==> config.mk <==
export PLATFORM = sky130hd
export DESIGN_NAME = uart_idle_timeout
export DESIGN_NICKNAME = d
export VERILOG_FILES = /design/src/rtl/uart_idle_pkg.sv /design/src/rtl/idle_edge_det.sv /design/src/rtl/idle_bit_timer.sv /design/src/rtl/idle_char_counter.sv /design/src/rtl/idle_irq_flag.sv /design/src/rtl/uart_idle_timeout.sv
export SDC_FILE = /design/constraint.sdc
export NUM_CORES = 1
export LEC_CHECK = 0
export ABC_CLOCK_PERIOD_IN_PS = 3480
export BUFFER_PORTS_ARGS = -buffer_cell sky130_fd_sc_hd__buf_4
export CAP_MARGIN = 20
export CORE_MARGIN = 1.5
export CORE_UTILIZATION = 55
export CTS_BUF_LIST = sky130_fd_sc_hd__clkbuf_4
export CTS_CLUSTER_SIZE = 24
export DETAILED_ROUTE_END_ITERATION = 16
export PLACE_DENSITY = 0.79
export SLEW_MARGIN = 20
export SYNTH_ARGS = -nofsm -noshare
export SYNTH_HDL_FRONTEND = slang
export SYNTH_SLANG_ARGS = --single-unit
export TNS_END_PERCENT = 100
==> constraint.sdc <==
create_clock -name clk -period 3.48 [get_ports clk]
set_input_delay 0.696 -clock clk [delete_from_list [all_inputs] [get_ports clk]]
set_output_delay 0.696 -clock clk [all_outputs]
set_load 0.005 [all_outputs]
==> src/rtl/uart_idle_pkg.sv <==
package uart_idle_pkg;
  localparam int IDLE_W   = 16;
  localparam int BITCNT_W = 4;

  function automatic logic [BITCNT_W-1:0] char_bits(
    input logic [3:0] data_bits,
    input logic       parity_en,
    input logic       two_stop
  );
    logic [BITCNT_W-1:0] sum;
    sum = BITCNT_W'(1) + BITCNT_W'(data_bits) + BITCNT_W'(parity_en)
        + (two_stop ? BITCNT_W'(2) : BITCNT_W'(1));
    return sum;
  endfunction
endpackage

==> src/rtl/idle_edge_det.sv <==
module idle_edge_det (
  input  logic clk,
  input  logic rst_n,
  input  logic rx_line,
  output logic start_edge
);
  logic rx_prev_q;
  logic rx_prev_d;

  always_comb begin
    rx_prev_d  = rx_line;
    start_edge = rx_prev_q & ~rx_line;
  end

  always_ff @(posedge clk or negedge rst_n) begin
    if (!rst_n) rx_prev_q <= 1'b1;
    else        rx_prev_q <= rx_prev_d;
  end
endmodule

==> src/rtl/idle_bit_timer.sv <==
module idle_bit_timer #(
  parameter int CNT_W = 4
) (
  input  logic             clk,
  input  logic             rst_n,
  input  logic             clr,
  input  logic             run,
  input  logic             bit_tick,
  input  logic [CNT_W-1:0] char_len,
  output logic             char_tick
);
  logic [CNT_W-1:0] cnt_q, cnt_d;
  logic             last_bit;

  always_comb begin
    last_bit  = (cnt_q == char_len - CNT_W'(1));
    char_tick = run & bit_tick & last_bit;
    cnt_d     = cnt_q;
    if (clr)
      cnt_d = '0;
    else if (run && bit_tick)
      cnt_d = last_bit ? '0 : cnt_q + CNT_W'(1);
  end

  always_ff @(posedge clk or negedge rst_n) begin
    if (!rst_n) cnt_q <= '0;
    else        cnt_q <= cnt_d;
  end
endmodule

==> src/rtl/idle_char_counter.sv <==
module idle_char_counter #(
  parameter int IDLE_W = 16
) (
  input  logic              clk,
  input  logic              rst_n,
  input  logic              load,
  input  logic              cancel,
  input  logic              char_tick,
  input  logic [IDLE_W-1:0] max_idle,
  output logic              armed,
  output logic              fire
);
  logic [IDLE_W-1:0] cnt_q, cnt_d;
  logic              armed_q, armed_d;
  logic              last_char;

  always_comb begin
    last_char = (cnt_q == IDLE_W'(1));
    armed_d   = armed_q;
    cnt_d     = cnt_q;
    fire      = 1'b0;
    if (load) begin
      armed_d = (max_idle != '0);
      cnt_d   = max_idle;
    end else if (cancel) begin
      armed_d = 1'b0;
    end else if (armed_q && char_tick) begin
      cnt_d = cnt_q - IDLE_W'(1);
      if (last_char) begin
        armed_d = 1'b0;
        fire    = 1'b1;
      end
    end
  end

  assign armed = armed_q;

  always_ff @(posedge clk or negedge rst_n) begin
    if (!rst_n) begin
      armed_q <= 1'b0;
      cnt_q   <= '0;
    end else begin
      armed_q <= armed_d;
      cnt_q   <= cnt_d;
    end
  end
endmodule

==> src/rtl/idle_irq_flag.sv <==
module idle_irq_flag (
  input  logic clk,
  input  logic rst_n,
  input  logic fire,
  input  logic irq_en,
  input  logic irq_clr,
  output logic timeout_pulse,
  output logic irq_flag
);
  logic pulse_q, pulse_d;
  logic flag_q, flag_d;

  always_comb begin
    pulse_d = fire;
    if (fire && irq_en) flag_d = 1'b1;
    else if (irq_clr)   flag_d = 1'b0;
    else                flag_d = flag_q;
  end

  always_ff @(posedge clk or negedge rst_n) begin
    if (!rst_n) begin
      pulse_q <= 1'b0;
      flag_q  <= 1'b0;
    end else begin
      pulse_q <= pulse_d;
      flag_q  <= flag_d;
    end
  end

  assign timeout_pulse = pulse_q;
  assign irq_flag      = flag_q;
endmodule

==> src/rtl/uart_idle_timeout.sv <==
module uart_idle_timeout
  import uart_idle_pkg::*;
(
  input  logic              clk,
  input  logic              rst_n,
  input  logic              rx_line,
  input  logic              bit_tick,
  input  logic              char_done,
  input  logic [3:0]        cfg_data_bits,
  input  logic              cfg_parity_en,
  input  logic              cfg_two_stop,
  input  logic [IDLE_W-1:0] max_idle,
  input  logic              irq_en,
  input  logic              irq_clr,
  output logic              timeout_pulse,
  output logic              irq_flag
);
  logic                start_edge;
  logic                char_tick;
  logic                armed;
  logic                fire;
  logic                bit_clr;
  logic [BITCNT_W-1:0] char_len;

  always_comb begin
    char_len = char_bits(cfg_data_bits, cfg_parity_en, cfg_two_stop);
    bit_clr  = char_done | ~armed;
  end

  idle_edge_det u_edge (
    .clk        (clk),
    .rst_n      (rst_n),
    .rx_line    (rx_line),
    .start_edge (start_edge)
  );

  idle_bit_timer #(.CNT_W(BITCNT_W)) u_bits (
    .clk       (clk),
    .rst_n     (rst_n),
    .clr       (bit_clr),
    .run       (armed),
    .bit_tick  (bit_tick),
    .char_len  (char_len),
    .char_tick (char_tick)
  );

  idle_char_counter #(.IDLE_W(IDLE_W)) u_chars (
    .clk       (clk),
    .rst_n     (rst_n),
    .load      (char_done),
    .cancel    (start_edge),
    .char_tick (char_tick),
    .max_idle  (max_idle),
    .armed     (armed),
    .fire      (fire)
  );

  idle_irq_flag u_irq (
    .clk           (clk),
    .rst_n         (rst_n),
    .fire          (fire),
    .irq_en        (irq_en),
    .irq_clr       (irq_clr),
    .timeout_pulse (timeout_pulse),
    .irq_flag      (irq_flag)
  );
endmodule

== After elaboration in Yosys (flattened, before gate mapping) ==
Index checks and enable logic that the tools add are counted.
Word-level totals
  register bits: 24
  input bits: 29
  output and inout bits: 2
Operators by class
  add/subtract/negate cells: 6
  equality and inequality tests: 3
  mux-type cells: 17
  bitwise gates (word level): 6
  reductions and logical operators: 11
Operator list (number)
  $mux W16: 3
  $eq A16 B1 Y1 const B: 1
  $reduce_bool A16 Y1: 1
  $sub A16 B1 Y16 const B: 1
  $mux W4: 3
  $mux W1: 10
  $reduce_bool A2 Y1: 3
  $reduce_bool A3 Y1: 2
  $add A1 B4 Y4 const A: 1
  $add A4 B1 Y4: 1
  $add A4 B1 Y4 const B: 1
  $add A4 B2 Y4: 1
  $eq A4 B4 Y1: 1
  $reduce_and A2 Y1: 2
  $sub A4 B1 Y4 const B: 1
  $and A1 B1 Y1: 3
  $logic_and A1 B1 Y1: 3
  $mux W2: 1
  $ne A2 B2 Y1 const B: 1
  $not A1 Y1: 2
  $or A1 B1 Y1: 1

== Logic depth before layout (Yosys ltp) ==
Gate-level depths: netlist of run 1.
  word-level depth: 12
  depth in mapped cells: 9
  depth with buffers taken out: 8

== By module ==
Synthesis of run 1 repeated with hierarchy kept, for this count alone.
Second synthesis, totals
  cells, all modules: 166
  area total of the unflattened synthesis: 1562.7 um^2
Modules (own cells, without submodules)
  idle_char_counter: instances 1, cells each 115, area an instance 1031.0 um^2, seq. area each 425.4 um^2
  idle_bit_timer: instances 1, cells each 30, area an instance 291.5 um^2, seq. area each 100.1 um^2
  uart_idle_timeout: instances 1, cells each 14, area an instance 133.9 um^2, seq. area each 0.0 um^2
  idle_irq_flag: instances 1, cells each 5, area an instance 66.3 um^2, seq. area each 50.0 um^2
  idle_edge_det: instances 1, cells each 2, area an instance 40.0 um^2, seq. area each 26.3 um^2

== Least setup slack after synthesis of run 1 ==
OpenSTA, ideal clock, no wires.
  path type: input -> register
  start point: input cfg_data_bits[0]
  end point: register u_chars.cnt_q[11]
  library setup time: 82 ps
  arrival: 2902 ps
  slack: 496 ps
  cell stages on the path: 9
  path buffers: 1
  cell sequence: inv_1 fa_1 fa_1 xnor2_1 nor3_4 nand4_2 buf_6 or4_1 a31oi_1
Between the ends
  longest elaborated chain between the ends: 9
Ends and longest elaborated chain
  from (decl): RTL line uart_idle_timeout.sv:9  | input logic [3:0] cfg_data_bits,
  $add A1 B4 Y4: RTL line uart_idle_pkg.sv:11  | sum = BITCNT_W'(1) + BITCNT_W'(data_bits) + BITCNT_W'(parity_en)
  $add A4 B1 Y4: RTL line uart_idle_pkg.sv:11
  $add A4 B2 Y4: RTL line uart_idle_pkg.sv:12  | + (two_stop ? BITCNT_W'(2) : BITCNT_W'(1));
  $sub A4 B1 Y4: RTL line idle_bit_timer.sv:16  | last_bit = (cnt_q == char_len - CNT_W'(1));
  $eq A4 B4 Y1: RTL line idle_bit_timer.sv:16
  $and A1 B1 Y1: RTL line idle_bit_timer.sv:17  | char_tick = run & bit_tick & last_bit;
  $logic_and A1 B1 Y1: RTL line idle_char_counter.sv:27  | end else if (armed_q && char_tick) begin
  $reduce_bool A2 Y1 (no source line)
  $reduce_and A2 Y1 (no source line)
  to (signal assigned): RTL line idle_char_counter.sv:44  | cnt_q <= cnt_d;
  to (decl): RTL line idle_char_counter.sv:13  | logic [IDLE_W-1:0] cnt_q, cnt_d;
No other way between the ends.
A chain may end at the register's enable or synchronous reset.

== Worst setup path after layout of run 1 ==
  start point: input cfg_data_bits[0]
  end point: register u_chars.cnt_q[15]
The elaborated chain is that of the path after synthesis.

==> metrics.yaml, run 1 <==
synthesis:
  synth_cell_types: 43
  yosys.area_share.simple_pct: 29.2
  synth-seq-cells: 24
  synth_mux_area_share_pct: 0.701
  avgSynthCellArea_um2: 9.33
  synth_async_sr_flop_share_pct: 100
  syn_area_mm2: 0.00161
  synth_fa_ha_area_share_pct: 5.61
  synth_edf_count: 0
  syn_nets: 207
  synth_top_family_by_area: "simple AND/OR/NAND/NOR gates"
  synth_compound_area_share_pct: 17.7
  synthFlopType: "dfrtp_1"
  ys_warn_count: 0
  synth_xor_area_share_pct: 4.68
  ys_seq_area_share_pct: 37.5
  syn_inst: 172
timing:
  hold_viol_final: 0
  rsz0062_at_grt: "no"
  whs_ns: 0.235
  period_minus_slack_ns: 3.01
  fin_skew_ns: 0.00819
  setup_ws_ns: 0.472
  final_max_slew_viol_count: 0
  tns_ns: 0
  timing.fmax_mhz: 332
  period_share_pct: 86.4
  tightest_slew_ns: 0.613
  max-slew-margin-rel_pct: 58.8
  finalSetupViolations: 0
run:
  cap_violations: 0
global_routing:
  grt_pass1_vias: 1481
  gr-total-overflow: 0
  grt_first_pass_wirelength_um: 6600
  antenna_found_initial: 0
  grt_max_degree: 29
  grtUsageTotal_pct: 26.2
worst_setup_path:
  arrival_ns: 3.27
  critical_path.top_delay_family: "simple AND/OR/NAND/NOR gates"
  start_kind: "input pin"
  required_ns: 3.74
  critPathCaptureType: "flop"
  crit_type: "in2reg"
  critPathMaxStageDelay_ns: 0.55
  worstPathMaxFanout: 14
  crit_buf_inv: 2
  cp_common_cell: "fa_1"
  critPathSlowestCell: "or4_1"
  worstPathCellList: "buf_4 > inv_1 > fa_1 > fa_1 > xnor2_1 > nor3_4 > nand4_2 > or4_1 > a31oi_1"
floorplanning:
  coreArea_mm2: 0.00276
  rows: 19
  top_level_ports: 31
  die_height_um: 57.0
  die_w_um: 57.0
  dieArea_mm2: 0.00325
  initial_core_util_pct: 58.2
clocking:
  clock_path_buffers: 2
  hold_buffers: 0
  clk_pin_slew_worst_paths_ns: 0.14
  cts.htree.levels: 1
  cts_resized: 0
  cts_sinks: 24
  tritoncts: "built"
  root_buffer: "clkbuf_4"
  clock_latency_ns: 0.33
  cts_setup_buffers: 0
  numCtsBuffers: 3
routing:
  drc: 0
  vias: 1482
  wl_per_cell_um: 16.3
  viasPerCell: 6.39
  ant_nets: 0
  dr.pass1.iters: 4
  wirelength_um: 3780
  first_iter_violations: 66
power_and_ir_drop:
  ir_drop_v: 0.000324
  intPower_uw: 407
  power_uw: 599
  pwr-share-comb_pct: 24.1
  cellLeakagePower_nw: 0.754
  p_per_area_mw_per_mm2: 319
  p_clk_share_pct: 22.2
  switching_power_uw: 192
  pwr-share-seq_pct: 53.8
  swShare_pct: 32.1
final_layout:
  fin_nets: 237
  drive_gt1_share_pct: 23.9
  area_delta_synth_final_pct: 16.9
  finalCoreUtilization_pct: 68.1
  seq_area_um2: 602
  fill_cells: 231
  multi_input_area_um2: 928
  antennaDiodeCount: 0
placement:
  hpwl_um: 2830
  portBuffers: 30
  dpl_worst_slack_ns: 0.122
  place_congestion: 0.936
run_status:
  outcome: "finished clean"
worst_hold_path:
  hold_class: "in2async"
[power groups by stage]
stage                     clock network, mW  logic [mW]  registers, mW
after floorplan                           0      0.0900          0.321
after global placement                    0       0.136          0.326
after detailed placement                  0       0.144          0.326
after CTS                             0.135       0.144          0.321
after global routing                  0.143       0.162          0.325
final                                 0.133       0.144          0.322
[cell usage after synthesis (all sizes together), types with 5 or more instances]
cell / number / area (um2)
nor4: 6 / 52.6
inv: 9 / 33.8
o31ai: 12 / 90.1
or4: 14 / 105
nor2: 15 / 56.3
xnor2: 5 / 43.8
nand3: 7 / 35.0
dfrtp: 23 / 576
nand2: 6 / 22.5
or2: 5 / 31.3
o21ai: 5 / 25.0
a31oi: 13 / 81.3
[through the flow]
step / cell area [um2] / cells
floorplan: 1610 / 172
global placement: 1850 / 228
detailed placement: 1850 / 228
CTS: 1880 / 232
global route: 1880 / 232
finish: 1880 / 232
[area by class of cell]
cell class / instances / share of cell area, %
Multi-Input combinational cell: 131 / 49.5
Sequential cell: 24 / 32.1
Timing Repair Buffer: 33 / 13.2
Tap cell: 31 / 2.07
Inverter: 9 / 1.80
Clock buffer: 3 / 1.20
Clock inverter: 1 / 0.200
[layer usage]
| layer | global-route usage, % | share of wire (%) | up-vias |
|---|---|---|---|
| met3 | 5.90 | 6.2 | 10 |
| met5 | 0 | 0 | - |
| met2 | 44.0 | 49 | 55 |
| li1 | - | - | 714 |
| met4 | 12.3 | 2.9 | 0 |
| met1 | 32.1 | 42 | 703 |
[layout by cell type, fill, tap and decap left out, drive strengths merged, types with 2 or more instances in the layout]
master  count
inv         9
a21oi       2
or3         4
ha          4
o31ai      12
nor2b       4
clkbuf      3
and2        2
or2         5
nand4       3
nand3       7
a31oi      13
xnor2       5
nand2       6
buf        33
o21ai       5
or4        14
nor4        6
nand2b      2
nor2       15
nor3        4
a22o        2
dfrtp      23
fa          2
[cells by family after synthesis]
| group | count (synthesis) |
|---|---|
| multiplexers | 1 |
| AO/OA/AOI/OAI | 41 |
| adder cells (fa/ha/maj) | 6 |
| AND/OR/NAND/NOR | 76 |
| flip-flops | 24 |
| XOR/XNOR | 7 |
| buffers and inverters | 17 |
[worst paths after layout]
kind | start | end | slack (ns) | cells past startpoint
max in group asynchronous | rst_n | u_edge.rx_prev_q$_DFF_PN1_ | 2.95 | 1
min in group clk | rx_line | u_edge.rx_prev_q$_DFF_PN1_ | 0.47 | 1
hold reg to reg | u_irq.irq_flag$_DFFE_PN0P_ | u_irq.irq_flag$_DFFE_PN0P_ | 0.54 | 2
setup / recovery | cfg_data_bits[0] | u_chars.cnt_q[15]$_DFFE_PN0P_ | 0.47 | 9
setup reg to reg | u_bits.cnt_q[2]$_DFFE_PN0P_ | u_chars.cnt_q[15]$_DFFE_PN0P_ | 1.17 | 5
hold / removal | rst_n | u_chars.cnt_q[7]$_DFFE_PN0P_ | 0.24 | 1
[flip-flops by register name, indices dropped and copies added (netlist names)]
name and flops:
u_irq.timeout_pulse 1, u_edge.rx_prev_q 1, u_irq.irq_flag 1, u_chars.armed 1, u_chars.cnt_q 16, u_bits.cnt_q 4
No activity file was read; power rests on OpenSTA's default activity.
==> run 2: changes to the inputs <==
--- a/config.mk
+++ b/config.mk
@@ -9,11 +9,12 @@
 export BUFFER_PORTS_ARGS = -buffer_cell sky130_fd_sc_hd__buf_4
 export CAP_MARGIN = 20
 export CORE_MARGIN = 1.5
-export CORE_UTILIZATION = 55
+export CORE_UTILIZATION = 61
 export CTS_BUF_LIST = sky130_fd_sc_hd__clkbuf_4
+export CTS_CLUSTER_DIAMETER = 100
 export CTS_CLUSTER_SIZE = 24
 export DETAILED_ROUTE_END_ITERATION = 16
-export PLACE_DENSITY = 0.79
+export PLACE_DENSITY = 0.87
 export SLEW_MARGIN = 20
 export SYNTH_ARGS = -nofsm -noshare
 export SYNTH_HDL_FRONTEND = slang
==> metrics.yaml, run 2 (synthesis results as in run 1) <==
run_status:
  outcome: "finished clean"
clocking:
  numCtsBuffers: 3  # unchanged
  root_buffer: "clkbuf_4"
  hold_buffers: 0  # unchanged
  clk_pin_slew_worst_paths_ns: 0.14  # about the same
  tritoncts: "built"
  clock_path_buffers: 2  # unchanged
  cts_setup_buffers: 0  # unchanged
  clock_latency_ns: 0.33  # about the same
  cts.htree.levels: 1  # unchanged
  cts_sinks: 24  # unchanged
  cts_resized: 0  # unchanged
worst_setup_path:
  critPathCaptureType: "flop"
  start_kind: "input pin"
  critPathMaxStageDelay_ns: 0.55  # about the same
  cp_common_cell: "fa_1"
  crit_buf_inv: 2  # unchanged
  worstPathCellList: "buf_4 > inv_1 > fa_1 > fa_1 > xnor2_1 > nor3_4 > nand4_2 > or4_1 > a31oi_1"
  required_ns: 3.74  # about the same
  reg2reg_to: "u_chars.cnt_q[15]$_DFFE_PN0P_"
  worstRegToRegCells: 5  # unchanged
  rr_startpoint: "u_bits.cnt_q[2]$_DFFE_PN0P_"
  critical_path.top_delay_family: "simple AND/OR/NAND/NOR gates"
  critPathSlowestCell: "or4_1"
  ff2ff_setup_slack_ns: 1.19  # +0.02 ns
  worstPathMaxFanout: 14  # unchanged
  arrival_ns: 3.25  # -0.02 ns
  crit_type: "in2reg"
timing:
  period_share_pct: 85.8  # -0.60 points
  max-slew-margin-rel_pct: 57.7  # -1.1 points
  tns_ns: 0  # unchanged
  fin_skew_ns: 0.00107  # -0.00713 ns
  timing.fmax_mhz: 335  # +0.70%
  rsz0062_at_grt: "no"
  final_max_slew_viol_count: 0  # unchanged
  hold_viol_final: 0  # unchanged
  tightest_slew_ns: 0.629  # +0.0163 ns
  finalSetupViolations: 0  # unchanged
  period_minus_slack_ns: 2.99  # -0.0210 ns
power_and_ir_drop:
  p_clk_share_pct: 31.0  # +8.8 points
  swShare_pct: 28.9  # -3.2 points
  cellLeakagePower_nw: 0.766  # +1.7%
  p_per_area_mw_per_mm2: 355  # +11%
  switching_power_uw: 195  # +1.6%
  ir_drop_v: 0.000318  # -1.7%
  intPower_uw: 480  # +18%
  pwr-share-seq_pct: 47.7  # -6.1 points
  pwr-share-comb_pct: 21.3  # -2.8 points
placement:
  place_area_mm2: 0.00185  # about the same
  portBuffers: 30  # unchanged
  hpwl_um: 2880  # +1.6%
  place_congestion: 0.889  # -5.0%
final_layout:
  largest_reg_flops: 16  # unchanged
  area_delta_synth_final_pct: 18.5
  fill_cells: 190  # -18%
  drive_gt1_share_pct: 24.4  # +0.50 points
  reg.largest.list: "u_chars.cnt_q (16), u_bits.cnt_q (4)"
  final_area_mm2: 0.00190  # +1.3%
  fin_nets: 237  # unchanged
  final_common_cell: "buf_4"
  final_cell_mix: "33 x buf_4, 23 x dfrtp_1, 15 x nor2_1"
  largest-register: "u_chars.cnt_q"
  antennaDiodeCount: 0  # unchanged
routing:
  dr.pass1.iters: 4  # unchanged
  wl_per_cell_um: 16.1  # -1.0%
  viasPerCell: 6.42  # +0.57%
  wirelength_um: 3730  # -1.4%
  drc: 0  # unchanged
  vias: 1484  # +0.13%
  ant_nets: 0  # unchanged
  first_iter_violations: 44  # -33%
global_routing:
  antenna_found_initial: 0  # unchanged
  gr-total-overflow: 0  # unchanged
  grt_first_pass_wirelength_um: 6050  # -8.3%
  grt_pass1_vias: 1414  # -4.5%
  grtUsageTotal_pct: 28.4  # +2.2 points
  grt_max_degree: 29  # unchanged
floorplanning:
  die_height_um: 54.3  # -4.8%
  die_w_um: 54.3  # -4.8%
  coreArea_mm2: 0.00248  # -10%
  top_level_ports: 31  # unchanged
  dieArea_mm2: 0.00295  # -9.3%
  initial_core_util_pct: 64.8  # +6.6 points
  rows: 18  # -1
worst_hold_path:
  hold_class: "in2async"
run:
  cap_violations: 0  # unchanged
[run 2: cell count changes in the layout (fill, tap and decap cells not counted), sizes merged]
cell,change
clkinv,-1
bufinv,+1
[run 2: worst max-delay path by stage]
stage / depth (start not counted) / endpoint / start / slack (ns)
floorplan: 9 / u_chars.cnt_q[11]$_DFFE_PN0P_ / cfg_data_bits[0] / 0.50
global placement: 9 / u_chars.cnt_q[15]$_DFFE_PN0P_ / cfg_data_bits[0] / 0.25
detailed placement: 9 / u_chars.cnt_q[15]$_DFFE_PN0P_ / cfg_data_bits[0] / 0.14
CTS: 9 / u_chars.cnt_q[15]$_DFFE_PN0P_ / cfg_data_bits[0] / 0.50
global route: 9 / u_chars.cnt_q[9]$_DFFE_PN0P_ / cfg_data_bits[0] / 0.32
finish: 9 / u_chars.cnt_q[15]$_DFFE_PN0P_ / cfg_data_bits[0] / 0.49
[run 2: layout make-up]
class | count | area [um2] | share of cell area [%]
multi-input cells | 131 | 928 | 48.8
inverters | 9 | 33.8 | 1.78
flip-flops and latches | 24 | 602 | 31.6
repair buffers | 33 | 248 | 13.0
clock inverters | 1 | 30.0 | 1.58
well taps | 30 | 37.5 | 1.97
clock buffers | 3 | 22.5 | 1.18
[run 2: routing by layer]
| metal | vias to the layer above | share of wire, % | GRT usage, % |
|---|---|---|---|
| li1 | 717 | - | - |
| met1 | 707 | 42 | 33.4 |
| met2 | 53 | 51 | 52.8 |
| met3 | 7 | 5.3 | 2.73 |
| met4 | 0 | 1.5 | 10.8 |
| met5 | - | 0 | 0 |
[run 2: power groups by stage]
stage / registers, mW / clock network, mW / logic, mW
4_1_cts: 0.321 / 0.208 / 0.144
6_report: 0.322 / 0.209 / 0.144
3_5_place_dp: 0.327 / 0 / 0.143
5_1_grt: 0.325 / 0.215 / 0.161
3_3_place_gp: 0.325 / 0 / 0.136
2_1_floorplan: 0.321 / 0 / 0.0900
[run 2: metrics by stage]
step / instances / setup WS, ns / hold WS [ns] / total power, mW / utilization, %
2_1_floorplan: 172 / 0.496 / 0.400 / 0.411 / -
3_3_place_gp: 227 / 0.250 / 0.519 / 0.461 / 74.6
3_5_place_dp: 227 / 0.137 / 0.525 / 0.470 / 74.6
4_1_cts: 231 / 0.497 / 0.251 / 0.673 / 76.8
5_1_grt: 231 / 0.322 / 0.263 / 0.701 / 76.8
6_report: 231 / 0.493 / 0.238 / 0.676 / 76.8
